===== config.mk =====
export PLATFORM = sky130hd
export DESIGN_NAME = cfg_par_loader
export DESIGN_NICKNAME = d
export VERILOG_FILES = /design/src/rtl/pcl_pkg.sv /design/src/rtl/pcl_tick.sv /design/src/rtl/pcl_timer.sv /design/src/rtl/pcl_seq.sv /design/src/rtl/cfg_par_loader.sv
export SDC_FILE = /design/constraint.sdc
export NUM_CORES = 1
export LEC_CHECK = 0
export BUFFER_PORTS_ARGS = -buffer_cell sky130_fd_sc_hd__buf_2
export CORE_ASPECT_RATIO = 0.9
export CORE_MARGIN = 2
export CORE_UTILIZATION = 60
export DETAILED_ROUTE_END_ITERATION = 6
export GPL_ROUTABILITY_DRIVEN = 0
export PLACE_DENSITY = 0.84
export REMOVE_ABC_BUFFERS = 1
export SYNTH_ARGS = -nofsm -noshare
export SYNTH_HDL_FRONTEND = slang
export SYNTH_HIERARCHICAL = 1
export SYNTH_SLANG_ARGS = --single-unit

===== constraint.sdc =====
create_clock -name clk -period 9.95 [get_ports clk]
set_input_delay 0.995 -clock clk [delete_from_list [all_inputs] [get_ports clk]]
set_output_delay 0.995 -clock clk [all_outputs]
set_load 0.01 [all_outputs]

===== src/rtl/pcl_pkg.sv =====
package pcl_pkg;

  typedef enum logic [4:0] {
    S_IDLE, S_PROG, S_RDY,
    S_LGET, S_LLO, S_LHI, S_LBSY, S_LBHI, S_LEND,
    S_DCHK, S_DHI,
    S_RLO, S_RHI, S_RCAP, S_RWT, S_RELO, S_REHI,
    S_FIN
  } seq_st_e;

  typedef enum logic [1:0] {
    RES_OK     = 2'd0,
    RES_RDY_TO = 2'd1,
    RES_BSY_TO = 2'd2,
    RES_DN_TO  = 2'd3
  } res_e;

  typedef struct packed {
    logic prog;
    logic cs;
    logic wr;
    logic cclk;
  } pins_t;

  localparam pins_t PINS_IDLE = '{prog: 1'b0, cs: 1'b0, wr: 1'b0, cclk: 1'b1};

endpackage


===== src/rtl/pcl_tick.sv =====
// Edge-spacing divider: one tick every DIV cycles, restartable.
module pcl_tick #(
  parameter int DIV = 4
) (
  input  logic clk,
  input  logic rst_n,
  input  logic clr,
  output logic tick
);
  localparam int CW = (DIV > 1) ? $clog2(DIV) : 1;
  localparam logic [CW-1:0] LAST = CW'(DIV - 1);

  logic [CW-1:0] cnt;

  always_ff @(posedge clk or negedge rst_n) begin
    if (!rst_n)          cnt <= '0;
    else if (clr)        cnt <= '0;
    else if (cnt == LAST) cnt <= '0;
    else                 cnt <= cnt + 1'b1;
  end

  assign tick = (cnt == LAST) && !clr;

endmodule


===== src/rtl/pcl_timer.sv =====
// Down-counter shared by the program delay and all target timeouts.
module pcl_timer #(
  parameter int W = 8
) (
  input  logic         clk,
  input  logic         rst_n,
  input  logic         load,
  input  logic [W-1:0] val,
  output logic         expired
);
  logic [W-1:0] cnt;

  always_ff @(posedge clk or negedge rst_n) begin
    if (!rst_n)          cnt <= '0;
    else if (load)       cnt <= val;
    else if (cnt != '0)  cnt <= cnt - 1'b1;
  end

  assign expired = (cnt == '0);

endmodule


===== src/rtl/pcl_seq.sv =====
// Operation sequencer: program, ready wait, byte load, done clocking, readback.
module pcl_seq
  import pcl_pkg::*;
#(
  parameter int DATA_W   = 8,
  parameter int LEN_W    = 16,
  parameter int TMR_W    = 8,
  parameter int PROG_CYC = 16,
  parameter int TO_CYC   = 100
) (
  input  logic              clk,
  input  logic              rst_n,
  input  logic              start_load,
  input  logic              start_read,
  input  logic              busy_chk_en,
  input  logic [LEN_W-1:0]  rd_len,
  input  logic              s_valid,
  input  logic [DATA_W-1:0] s_data,
  input  logic              s_last,
  output logic              s_ready,
  output logic              m_valid,
  output logic [DATA_W-1:0] m_data,
  input  logic              m_ready,
  output logic              cfg_prog,
  output logic              cfg_cs,
  output logic              cfg_wr,
  output logic              cfg_cclk,
  output logic [DATA_W-1:0] cfg_dout,
  input  logic [DATA_W-1:0] cfg_din,
  input  logic              cfg_init,
  input  logic              cfg_busy,
  input  logic              cfg_done,
  input  logic              tick,
  output logic              tick_clr,
  input  logic              tmr_expired,
  output logic              tmr_load,
  output logic [TMR_W-1:0]  tmr_val,
  output logic              op_active,
  output logic              done_pulse,
  output logic [1:0]        done_status
);
  localparam logic [TMR_W-1:0] PROG_LD = TMR_W'(PROG_CYC - 1);
  localparam logic [TMR_W-1:0] TO_LD   = TMR_W'(TO_CYC);

  seq_st_e            st, st_n;
  pins_t              pin_q, pin_n;
  logic [DATA_W-1:0]  dout_q, dout_n, mdat_q, mdat_n;
  logic               last_q, last_n, bchk_q, bchk_n, mval_q, mval_n;
  logic [LEN_W-1:0]   len_q, len_n, cnt_q, cnt_n;
  res_e               res_q, res_n;
  logic [LEN_W:0]     cnt_inc;

  assign cnt_inc = {1'b0, cnt_q} + (LEN_W+1)'(1);

  always_ff @(posedge clk or negedge rst_n) begin
    if (!rst_n) begin
      st     <= S_IDLE;
      pin_q  <= PINS_IDLE;
      dout_q <= '0;
      mdat_q <= '0;
      last_q <= 1'b0;
      bchk_q <= 1'b0;
      mval_q <= 1'b0;
      len_q  <= '0;
      cnt_q  <= '0;
      res_q  <= RES_OK;
    end else begin
      st     <= st_n;
      pin_q  <= pin_n;
      dout_q <= dout_n;
      mdat_q <= mdat_n;
      last_q <= last_n;
      bchk_q <= bchk_n;
      mval_q <= mval_n;
      len_q  <= len_n;
      cnt_q  <= cnt_n;
      res_q  <= res_n;
    end
  end

  always_comb begin
    st_n     = st;
    pin_n    = pin_q;
    dout_n   = dout_q;
    mdat_n   = mdat_q;
    last_n   = last_q;
    bchk_n   = bchk_q;
    mval_n   = mval_q;
    len_n    = len_q;
    cnt_n    = cnt_q;
    res_n    = res_q;
    tmr_load = 1'b0;
    tmr_val  = PROG_LD;
    tick_clr = 1'b0;
    case (st)
      S_IDLE: begin
        if (start_load) begin
          pin_n.prog = 1'b1;
          bchk_n     = busy_chk_en;
          res_n      = RES_OK;
          tmr_load   = 1'b1;
          tmr_val    = PROG_LD;
          tick_clr   = 1'b1;
          st_n       = S_PROG;
        end else if (start_read) begin
          pin_n.cs = 1'b1;
          pin_n.wr = 1'b0;
          len_n    = rd_len;
          cnt_n    = '0;
          res_n    = RES_OK;
          tick_clr = 1'b1;
          st_n     = S_RLO;
        end
      end
      S_PROG: begin
        if (tmr_expired) begin
          pin_n.prog = 1'b0;
          tmr_load   = 1'b1;
          tmr_val    = TO_LD;
          st_n       = S_RDY;
        end
      end
      S_RDY: begin
        if (!cfg_init && !cfg_busy) begin
          pin_n.cs   = 1'b1;
          pin_n.wr   = 1'b1;
          pin_n.cclk = 1'b1;
          st_n       = S_LGET;
        end else if (tmr_expired) begin
          res_n = RES_RDY_TO;
          st_n  = S_FIN;
        end
      end
      S_LGET: begin
        if (s_valid) begin
          dout_n = s_data;
          last_n = s_last;
          st_n   = S_LLO;
        end
      end
      S_LLO: begin
        if (tick) begin
          pin_n.cclk = 1'b0;
          st_n       = S_LHI;
        end
      end
      S_LHI: begin
        if (tick) begin
          pin_n.cclk = 1'b1;
          if (bchk_q) begin
            tmr_load = 1'b1;
            tmr_val  = TO_LD;
            st_n     = S_LBSY;
          end else if (last_q) begin
            st_n = S_LEND;
          end else begin
            st_n = S_LGET;
          end
        end
      end
      S_LBSY: begin
        if (tmr_expired) begin
          pin_n.cs = 1'b0;
          pin_n.wr = 1'b0;
          res_n    = RES_BSY_TO;
          st_n     = S_FIN;
        end else if (tick) begin
          if (!cfg_busy) begin
            st_n = last_q ? S_LEND : S_LGET;
          end else begin
            pin_n.cclk = 1'b0;
            st_n       = S_LBHI;
          end
        end
      end
      S_LBHI: begin
        if (tick) begin
          pin_n.cclk = 1'b1;
          st_n       = S_LBSY;
        end
      end
      S_LEND: begin
        if (tick) begin
          pin_n.cs = 1'b0;
          pin_n.wr = 1'b0;
          tmr_load = 1'b1;
          tmr_val  = TO_LD;
          st_n     = S_DCHK;
        end
      end
      S_DCHK: begin
        if (cfg_done) begin
          res_n = RES_OK;
          st_n  = S_FIN;
        end else if (tmr_expired) begin
          res_n = RES_DN_TO;
          st_n  = S_FIN;
        end else if (tick) begin
          pin_n.cclk = 1'b0;
          st_n       = S_DHI;
        end
      end
      S_DHI: begin
        if (tick) begin
          pin_n.cclk = 1'b1;
          st_n       = S_DCHK;
        end
      end
      S_RLO: begin
        if (tick) begin
          pin_n.cclk = 1'b0;
          st_n       = S_RHI;
        end
      end
      S_RHI: begin
        if (tick) begin
          pin_n.cclk = 1'b1;
          st_n       = S_RCAP;
        end
      end
      S_RCAP: begin
        mdat_n = cfg_din;
        mval_n = 1'b1;
        st_n   = S_RWT;
      end
      S_RWT: begin
        if (m_ready) begin
          mval_n = 1'b0;
          cnt_n  = cnt_inc[LEN_W-1:0];
          if (cnt_inc >= {1'b0, len_q}) begin
            pin_n.cs = 1'b0;
            st_n     = S_RELO;
          end else begin
            st_n = S_RLO;
          end
        end
      end
      S_RELO: begin
        if (tick) begin
          pin_n.cclk = 1'b0;
          st_n       = S_REHI;
        end
      end
      S_REHI: begin
        if (tick) begin
          pin_n.cclk = 1'b1;
          res_n      = RES_OK;
          st_n       = S_FIN;
        end
      end
      S_FIN: begin
        pin_n = PINS_IDLE;
        st_n  = S_IDLE;
      end
      default: begin
        pin_n = PINS_IDLE;
        st_n  = S_IDLE;
      end
    endcase
  end

  assign s_ready     = (st == S_LGET);
  assign m_valid     = mval_q;
  assign m_data      = mdat_q;
  assign cfg_prog    = pin_q.prog;
  assign cfg_cs      = pin_q.cs;
  assign cfg_wr      = pin_q.wr;
  assign cfg_cclk    = pin_q.cclk;
  assign cfg_dout    = dout_q;
  assign op_active   = (st != S_IDLE);
  assign done_pulse  = (st == S_FIN);
  assign done_status = res_q;

  // program and chip select never overlap
  p_prog_cs_excl_r2: assert property (@(posedge clk) disable iff (!rst_n)
    cfg_prog |-> !cfg_cs);

  // a byte is only taken with the port set up for writing
  p_ready_port_r3: assert property (@(posedge clk) disable iff (!rst_n)
    s_ready |-> (cfg_cs && cfg_wr && cfg_cclk));

  // data is steady across the transferring edge
  p_data_hold_r4: assert property (@(posedge clk) disable iff (!rst_n)
    ($rose(cfg_cclk) && cfg_wr) |-> $stable(cfg_dout));

  // clock edges only follow a divider tick
  p_edge_tick_r5: assert property (@(posedge clk) disable iff (!rst_n)
    (cfg_cclk != $past(cfg_cclk)) |-> $past(tick));

  // done clocking happens with the port released
  p_done_phase_r7: assert property (@(posedge clk) disable iff (!rst_n)
    (st == S_DCHK || st == S_DHI) |-> (!cfg_cs && !cfg_wr));

  // completion strobe is a single cycle
  p_done_one_r8: assert property (@(posedge clk) disable iff (!rst_n)
    done_pulse |=> !done_pulse);

  // readback byte held under back-pressure, never while writing
  p_mhold_r9: assert property (@(posedge clk) disable iff (!rst_n)
    (m_valid && !m_ready) |=> (m_valid && $stable(m_data)));
  p_rb_nowrite_r9: assert property (@(posedge clk) disable iff (!rst_n)
    m_valid |-> (cfg_cs && !cfg_wr));

  // a start during an operation does not restart programming
  p_no_restart_r12: assert property (@(posedge clk) disable iff (!rst_n)
    (op_active && !done_pulse && (start_load || start_read)) |=> !$rose(cfg_prog));

endmodule


===== src/rtl/cfg_par_loader.sv =====
module cfg_par_loader #(
  parameter int CLK_HZ   = 50_000_000,
  parameter int HALF_CYC = 4,
  parameter int PROG_CYC = 16,
  parameter int DATA_W   = 8,
  parameter int LEN_W    = 16,
  parameter bit POST_EN  = 1'b1
) (
  input  logic              clk,
  input  logic              rst_n,
  input  logic              start_load,
  input  logic              start_read,
  input  logic              busy_chk_en,
  input  logic [LEN_W-1:0]  rd_len,
  input  logic              s_valid,
  input  logic [DATA_W-1:0] s_data,
  input  logic              s_last,
  output logic              s_ready,
  output logic              m_valid,
  output logic [DATA_W-1:0] m_data,
  input  logic              m_ready,
  output logic              cfg_prog,
  output logic              cfg_cs,
  output logic              cfg_wr,
  output logic              cfg_cclk,
  output logic [DATA_W-1:0] cfg_dout,
  input  logic [DATA_W-1:0] cfg_din,
  input  logic              cfg_init,
  input  logic              cfg_busy,
  input  logic              cfg_done,
  output logic              op_active,
  output logic              done_pulse,
  output logic [1:0]        done_status,
  output logic              post_strobe
);
  localparam int TO_CYC = CLK_HZ / 100;
  localparam int MAX_LD = (TO_CYC > PROG_CYC) ? TO_CYC : PROG_CYC;
  localparam int TMR_W  = $clog2(MAX_LD + 1);

  logic             tick, tick_clr, tmr_expired, tmr_load;
  logic [TMR_W-1:0] tmr_val;

  pcl_tick #(.DIV(HALF_CYC)) u_tick (
    .clk(clk), .rst_n(rst_n), .clr(tick_clr), .tick(tick)
  );

  pcl_timer #(.W(TMR_W)) u_timer (
    .clk(clk), .rst_n(rst_n), .load(tmr_load), .val(tmr_val), .expired(tmr_expired)
  );

  pcl_seq #(
    .DATA_W(DATA_W), .LEN_W(LEN_W), .TMR_W(TMR_W),
    .PROG_CYC(PROG_CYC), .TO_CYC(TO_CYC)
  ) u_seq (
    .clk(clk), .rst_n(rst_n),
    .start_load(start_load), .start_read(start_read),
    .busy_chk_en(busy_chk_en), .rd_len(rd_len),
    .s_valid(s_valid), .s_data(s_data), .s_last(s_last), .s_ready(s_ready),
    .m_valid(m_valid), .m_data(m_data), .m_ready(m_ready),
    .cfg_prog(cfg_prog), .cfg_cs(cfg_cs), .cfg_wr(cfg_wr), .cfg_cclk(cfg_cclk),
    .cfg_dout(cfg_dout), .cfg_din(cfg_din),
    .cfg_init(cfg_init), .cfg_busy(cfg_busy), .cfg_done(cfg_done),
    .tick(tick), .tick_clr(tick_clr),
    .tmr_expired(tmr_expired), .tmr_load(tmr_load), .tmr_val(tmr_val),
    .op_active(op_active), .done_pulse(done_pulse), .done_status(done_status)
  );

  generate
    if (POST_EN) begin : g_post
      logic post_q;
      always_ff @(posedge clk or negedge rst_n) begin
        if (!rst_n) post_q <= 1'b0;
        else        post_q <= done_pulse;
      end
      assign post_strobe = post_q;

      // post strobe follows every completion
      p_post_follow_r11: assert property (@(posedge clk) disable iff (!rst_n)
        done_pulse |=> post_strobe);
    end else begin : g_nopost
      assign post_strobe = 1'b0;
    end
  endgenerate

endmodule


* Word-level counts from Yosys, hierarchy flattened
Cells that the tools add are included.
Word-level totals: input port bits 43, output and inout bits 27, register bits after elaboration 84
Cells by class: bitwise operators 5, reduce and logical (&&, ||, !) cells 31, muxes and demuxes 77, equality and inequality tests 49, add/sub/neg operators 3, magnitude comparators 1
Operator list (number):
- $mux 19 | 6
- $mux 5 | 22
- $pmux 5 s16 | 1
- $pmux 19 s3 | 1
- $mux 16 | 3
- $ne 2x2->1 const B | 22
- $eq 5x4->1 const B | 8
- $pmux 16 s2 | 1
- $mux 2 | 13
- $eq 5x3->1 const B | 4
- $mux 1 | 20
- $logic_not 19->1 | 1
- $reduce_bool 19->1 | 1
- $sub 19x1->19 const B | 1
- $add 16x1->17 const B | 1
- $ge 17x16->1 | 1
- $reduce_and 8->1 | 2
- $reduce_and 15->1 | 1
- $reduce_or 15->1 | 1
- $reduce_or 13->1 | 1
- $pmux 1 s6 | 2
- $reduce_or 12->1 | 1
- $eq 5x2->1 const B | 2
- $eq 5x5->1 const B | 2
- other kinds (29) | 48

* Longest topological paths before layout
depth after elaboration 9, gate-level depth with buffers 14, depth with buffers taken out 11

* Hierarchy
The synthesis kept the hierarchy.
Modules (own cells, without submodules):
- pcl_seq | cells an instance 439, seq. area each 1552.7 um^2, times used 1, area an instance 4083.9 um^2
- pcl_timer | cells an instance 110, seq. area each 475.5 um^2, times used 1, area an instance 1059.8 um^2
- pcl_tick | cells an instance 6, seq. area each 50.0 um^2, times used 1, area an instance 78.8 um^2
- cfg_par_loader | cells an instance 1, seq. area each 25.0 um^2, times used 1, area an instance 25.0 um^2

* Worst setup path after synthesis
No wires, ideal clock.
path kind register -> register, start register u_timer.cnt[5], end register u_timer.cnt[10], setup slack 6500 ps, setup time 132 ps, arrival time 3318 ps, path buffers 3, stages on the path, launching flop included 12, cell sequence dfrtp_1 -> or4_1 -> or3_1 -> nor4_2 -> clkbuf_1 -> nand3_1 -> a21oi_1 -> nand2b_1 -> clkbuf_1 -> or2_2 -> clkbuf_1 -> o21ai_0
On the way: cells in the longest elaborated chain, start to end 4
RTL lines:
- start: declaration | RTL line pcl_timer.sv:11 | logic [W-1:0] cnt;
- start signal: assignment | RTL line pcl_timer.sv:15 | else if (load) cnt <= val;
- start signal: assignment | RTL line pcl_timer.sv:16 | else if (cnt != '0) cnt <= cnt - 1'b1;
- $logic_not 19->1 * | RTL line pcl_timer.sv:19 | assign expired = (cnt == '0);
- via tmr_expired | RTL line cfg_par_loader.sv:40 | logic tick, tick_clr, tmr_expired, tmr_load;
- $mux 1 * | RTL line pcl_seq.sv:116 | if (tmr_expired) begin
- $pmux 1 s4 * | RTL line pcl_seq.sv:95 | case (st)
- via tmr_load | RTL line cfg_par_loader.sv:40
- $mux 19 / $reduce_bool 2->1 (equally long branches)
The timed path passes the listed nets; every way through them passes the cells marked *. The select of a mux whose other input is x is not followed. A chain may end at the register's enable or synchronous reset.

* Worst setup path in the final report
start register u_timer.cnt[6], end register u_timer.cnt[14]
The elaborated chain is that of the path after synthesis.

==> results.ini <==
[sta]
slew_violations = 0
rsz0062_at_grt = no
worst_pin_slew_ns = 1.05
timing.final.crit_share = 0.393
report.final.setup_viol = 0
tns_ns = 0
min_period_ns = 3.91
slew_headroom = 0.299
fmax_mhz = 256
fin_skew_ns = 0.0113
final_hold_viol_count = 0

[clock_tree]
cts_sinks = 84
ctsHoldBuffers = 0
cts_made_buffers = 9
ctsRootBufferMaster = clkbuf_8
clk_latency_ns = 0.36
post_cts_resized = 0
htree_levels = 3
post_cts_buffers = 0
clk_pin_slew_worst_paths_ns = 0.10
cts_buffer_depth = 2
cts_tree = built

[grt]
antenna_found_initial = 0
grt_pass1_wl_um = 19800
grt_overflow = 0
grt_max_degree = 85
grt_usage = 0.263
grt_pass1_vias = 4289

[logic_synthesis]
avgSynthCellArea_um2 = 9.44
synth_ff_type = dfrtp_1
synth_cell_types = 64
async_flop_share = 1.00
ys_ff_latch = 84
yosysWarnings = 6
synth_edf_count = 0
synthCells = 556
synth_area_mm2 = 0.00525
yosysSeqAreaShare = 0.401

[finish]
fin_cells = 722
num-fill-cells = 678
most-common-layout-cells = 83 x dfrtp_1, 68 x buf_2, 46 x nand2_1, 37 x o21ai_0, 36 x mux2_2
multi_input_area_mm2 = 0.00282
mostFrequentLayoutCell = dfrtp_1
nets = 660
drive_gt1_frac = 0.231
syn_to_final_growth_pct = 9.08
diodes = 0
seqCellArea_mm2 = 0.00210

[floorplan]
die_area_mm2 = 0.00951
die_w_um = 103
ios = 70
rows = 32
die_y_um = 92.7
coreArea_mm2 = 0.00853
start_util = 0.615

[hold_path]
holdPathStages = 1
min-delay-start = u_tick/cnt[0]
hp-class = flop to flop

[setup_path]
cp-startpoint = u_timer/cnt[6]
crit_fanout = 28
cp.arrival_ns = 4.15
r2r_start = u_timer/cnt[6]
start_kind = flop
cp.required_ns = 10.19
end_kind = flop
reg2reg_depth = 9
crit_type = flop to flop
regToRegSetupSlack_ns = 6.04

[power]
ir_worst_vdd_v = 0.000148
power_density_mw_per_mm2 = 274
totalPowerFinal_w = 0.00157
power.leakage_nw = 2.54

[run_status]
status = finished clean

[flow_run]
maxCapViolations = 0

[routing]
vias = 4363
ant_nets = 0
vias_per_cell = 6.04
wl_per_cell_um = 16.8
firstDrtPassIters = 5
first_iter_violations = 326
drc = 0
wl_um = 12100

[placement]
place_hpwl_um = 8530
dpl.cell_count = 706
portBuffers = 69

==> final timing paths <==
kind / to
max in group asynchronous: u_seq/cnt_q[2]
min in group asynchronous: u_timer/cnt[7]
worst max register to register: u_timer/cnt[14]
worst min-delay path: u_tick/cnt[0]
worst min register to register: u_tick/cnt[0]
worst max-delay path: u_timer/cnt[14]
==> report_power, final <==
group          internal [W]  switching [W]  leakage [nW]  total [W]
Sequential         0.000473       0.000126          1.07   0.000599
Clock             0.0000993       0.000144         0.102   0.000243
Combinational      0.000329       0.000401          1.37   0.000729
Total              0.000901       0.000670          2.54    0.00157
==> routing by layer <==
| metal | GRT usage | vias up | routed length [um] |
|---|---|---|---|
| met4 | 0.100 | 0 | 335 |
| met5 | 0 | - | 0 |
| met3 | 0.0596 | 44 | 860 |
| met1 | 0.350 | 2060 | 4970 |
| li1 | - | 2073 | - |
| met2 | 0.418 | 186 | 5970 |
==> state kept, by name, summed over array words and instances, names as in the netlist <==
| signal | flops |
|---|---|
| u_tick/cnt | 2 |
| u_seq/cfg_dout | 8 |
| u_seq/cfg_wr | 1 |
| u_seq/cnt_q | 16 |
| u_timer/cnt | 19 |
| u_seq/len_q | 16 |
| post_strobe | 1 |
| u_seq/done_status | 2 |
| u_seq/cfg_cs | 1 |
| u_seq/last_q | 1 |
| u_seq/bchk_q | 1 |
| u_seq/m_data | 8 |
| u_seq/m_valid | 1 |
| u_seq/cfg_prog | 1 |
| u_seq/cfg_cclk | 1 |
| u_seq/st | 5 |
==> worst max-delay path, stage by stage (launching register included) <==
cell and delay, ns:
dfrtp_1 0.42, or4_1 0.59, or3_1 0.44, nor4_2 0.24, buf_4 0.24, nand3_1 0.10
a21oi_1 0.52, nand2b_1 0.79, or2_2 0.33, o21ai_0 0.12
==> synthesized netlist by cell type, types with 3 or more instances <==
cell type  number  share of area
or3_1           7         0.0083
nand4_1         5         0.0060
nand3_1        17          0.016
o41ai_1         3         0.0050
or2_2           6         0.0072
buf_2           8         0.0076
a21boi_0        3         0.0043
o211ai_1        3         0.0043
a21oi_1        19          0.018
nor3_1         14          0.013
o21ai_0        37          0.035
nor2_1         32          0.023
nor4_1          6         0.0072
nor3b_1         6         0.0086
inv_1          22          0.016
and2_1          3         0.0036
a22o_1          5         0.0083
clkbuf_1       19          0.014
or3b_1          3         0.0050
or4_1           4         0.0057
a211oi_1        5         0.0072
xnor2_1        21          0.035
mux2_2         36          0.077
o22ai_1         4         0.0048
ha_1           19          0.045
nor2b_1         8         0.0095
nand3b_1        4         0.0057
nand2_1        46          0.033
o31ai_1        16          0.023
a31oi_1         9          0.011
and3_1          4         0.0048
nand2b_1        9          0.011
dfrtp_1        83           0.40
xor2_1         10          0.017
buf_4          17          0.024
==> through the flow <==
step	util	hold WS, ns	setup slack, ns	cell area, um^2
2_1_floorplan	-	0.410	6.29	5000
3_3_place_gp	0.648	0.426	6.33	5520
3_5_place_dp	0.648	0.431	6.16	5520
4_1_cts	0.671	0.444	6.11	5720
5_1_grt	0.671	0.465	5.75	5720
6_report	0.671	0.439	6.04	5720
==> logic make-up (layout without fill, tap and decap cells) <==
kind of cell | after synthesis | in the layout | share of synthesized area
multiplexers | 37 | 37 | 0.0792
buffers and inverters | 70 | 110 | 0.0670
AO/OA/AOI/OAI | 129 | 129 | 0.164
AND/OR/NAND/NOR | 185 | 185 | 0.191
XOR/XNOR | 31 | 31 | 0.0517
flip-flops | 84 | 84 | 0.401
other | 1 | 8 | 0.000715
adder cells (fa/ha/maj) | 19 | 19 | 0.0453
==> area by class of cell <==
type | instances | share of cell area
Multi-Input combinational cell | 409 | 0.492
Sequential cell | 84 | 0.367
Timing Repair Buffer | 72 | 0.0647
Tap cell | 119 | 0.0260
Clock buffer | 9 | 0.0216
Inverter | 22 | 0.0144
Clock inverter | 7 | 0.0133
Power figures use the tool's default switching activity.
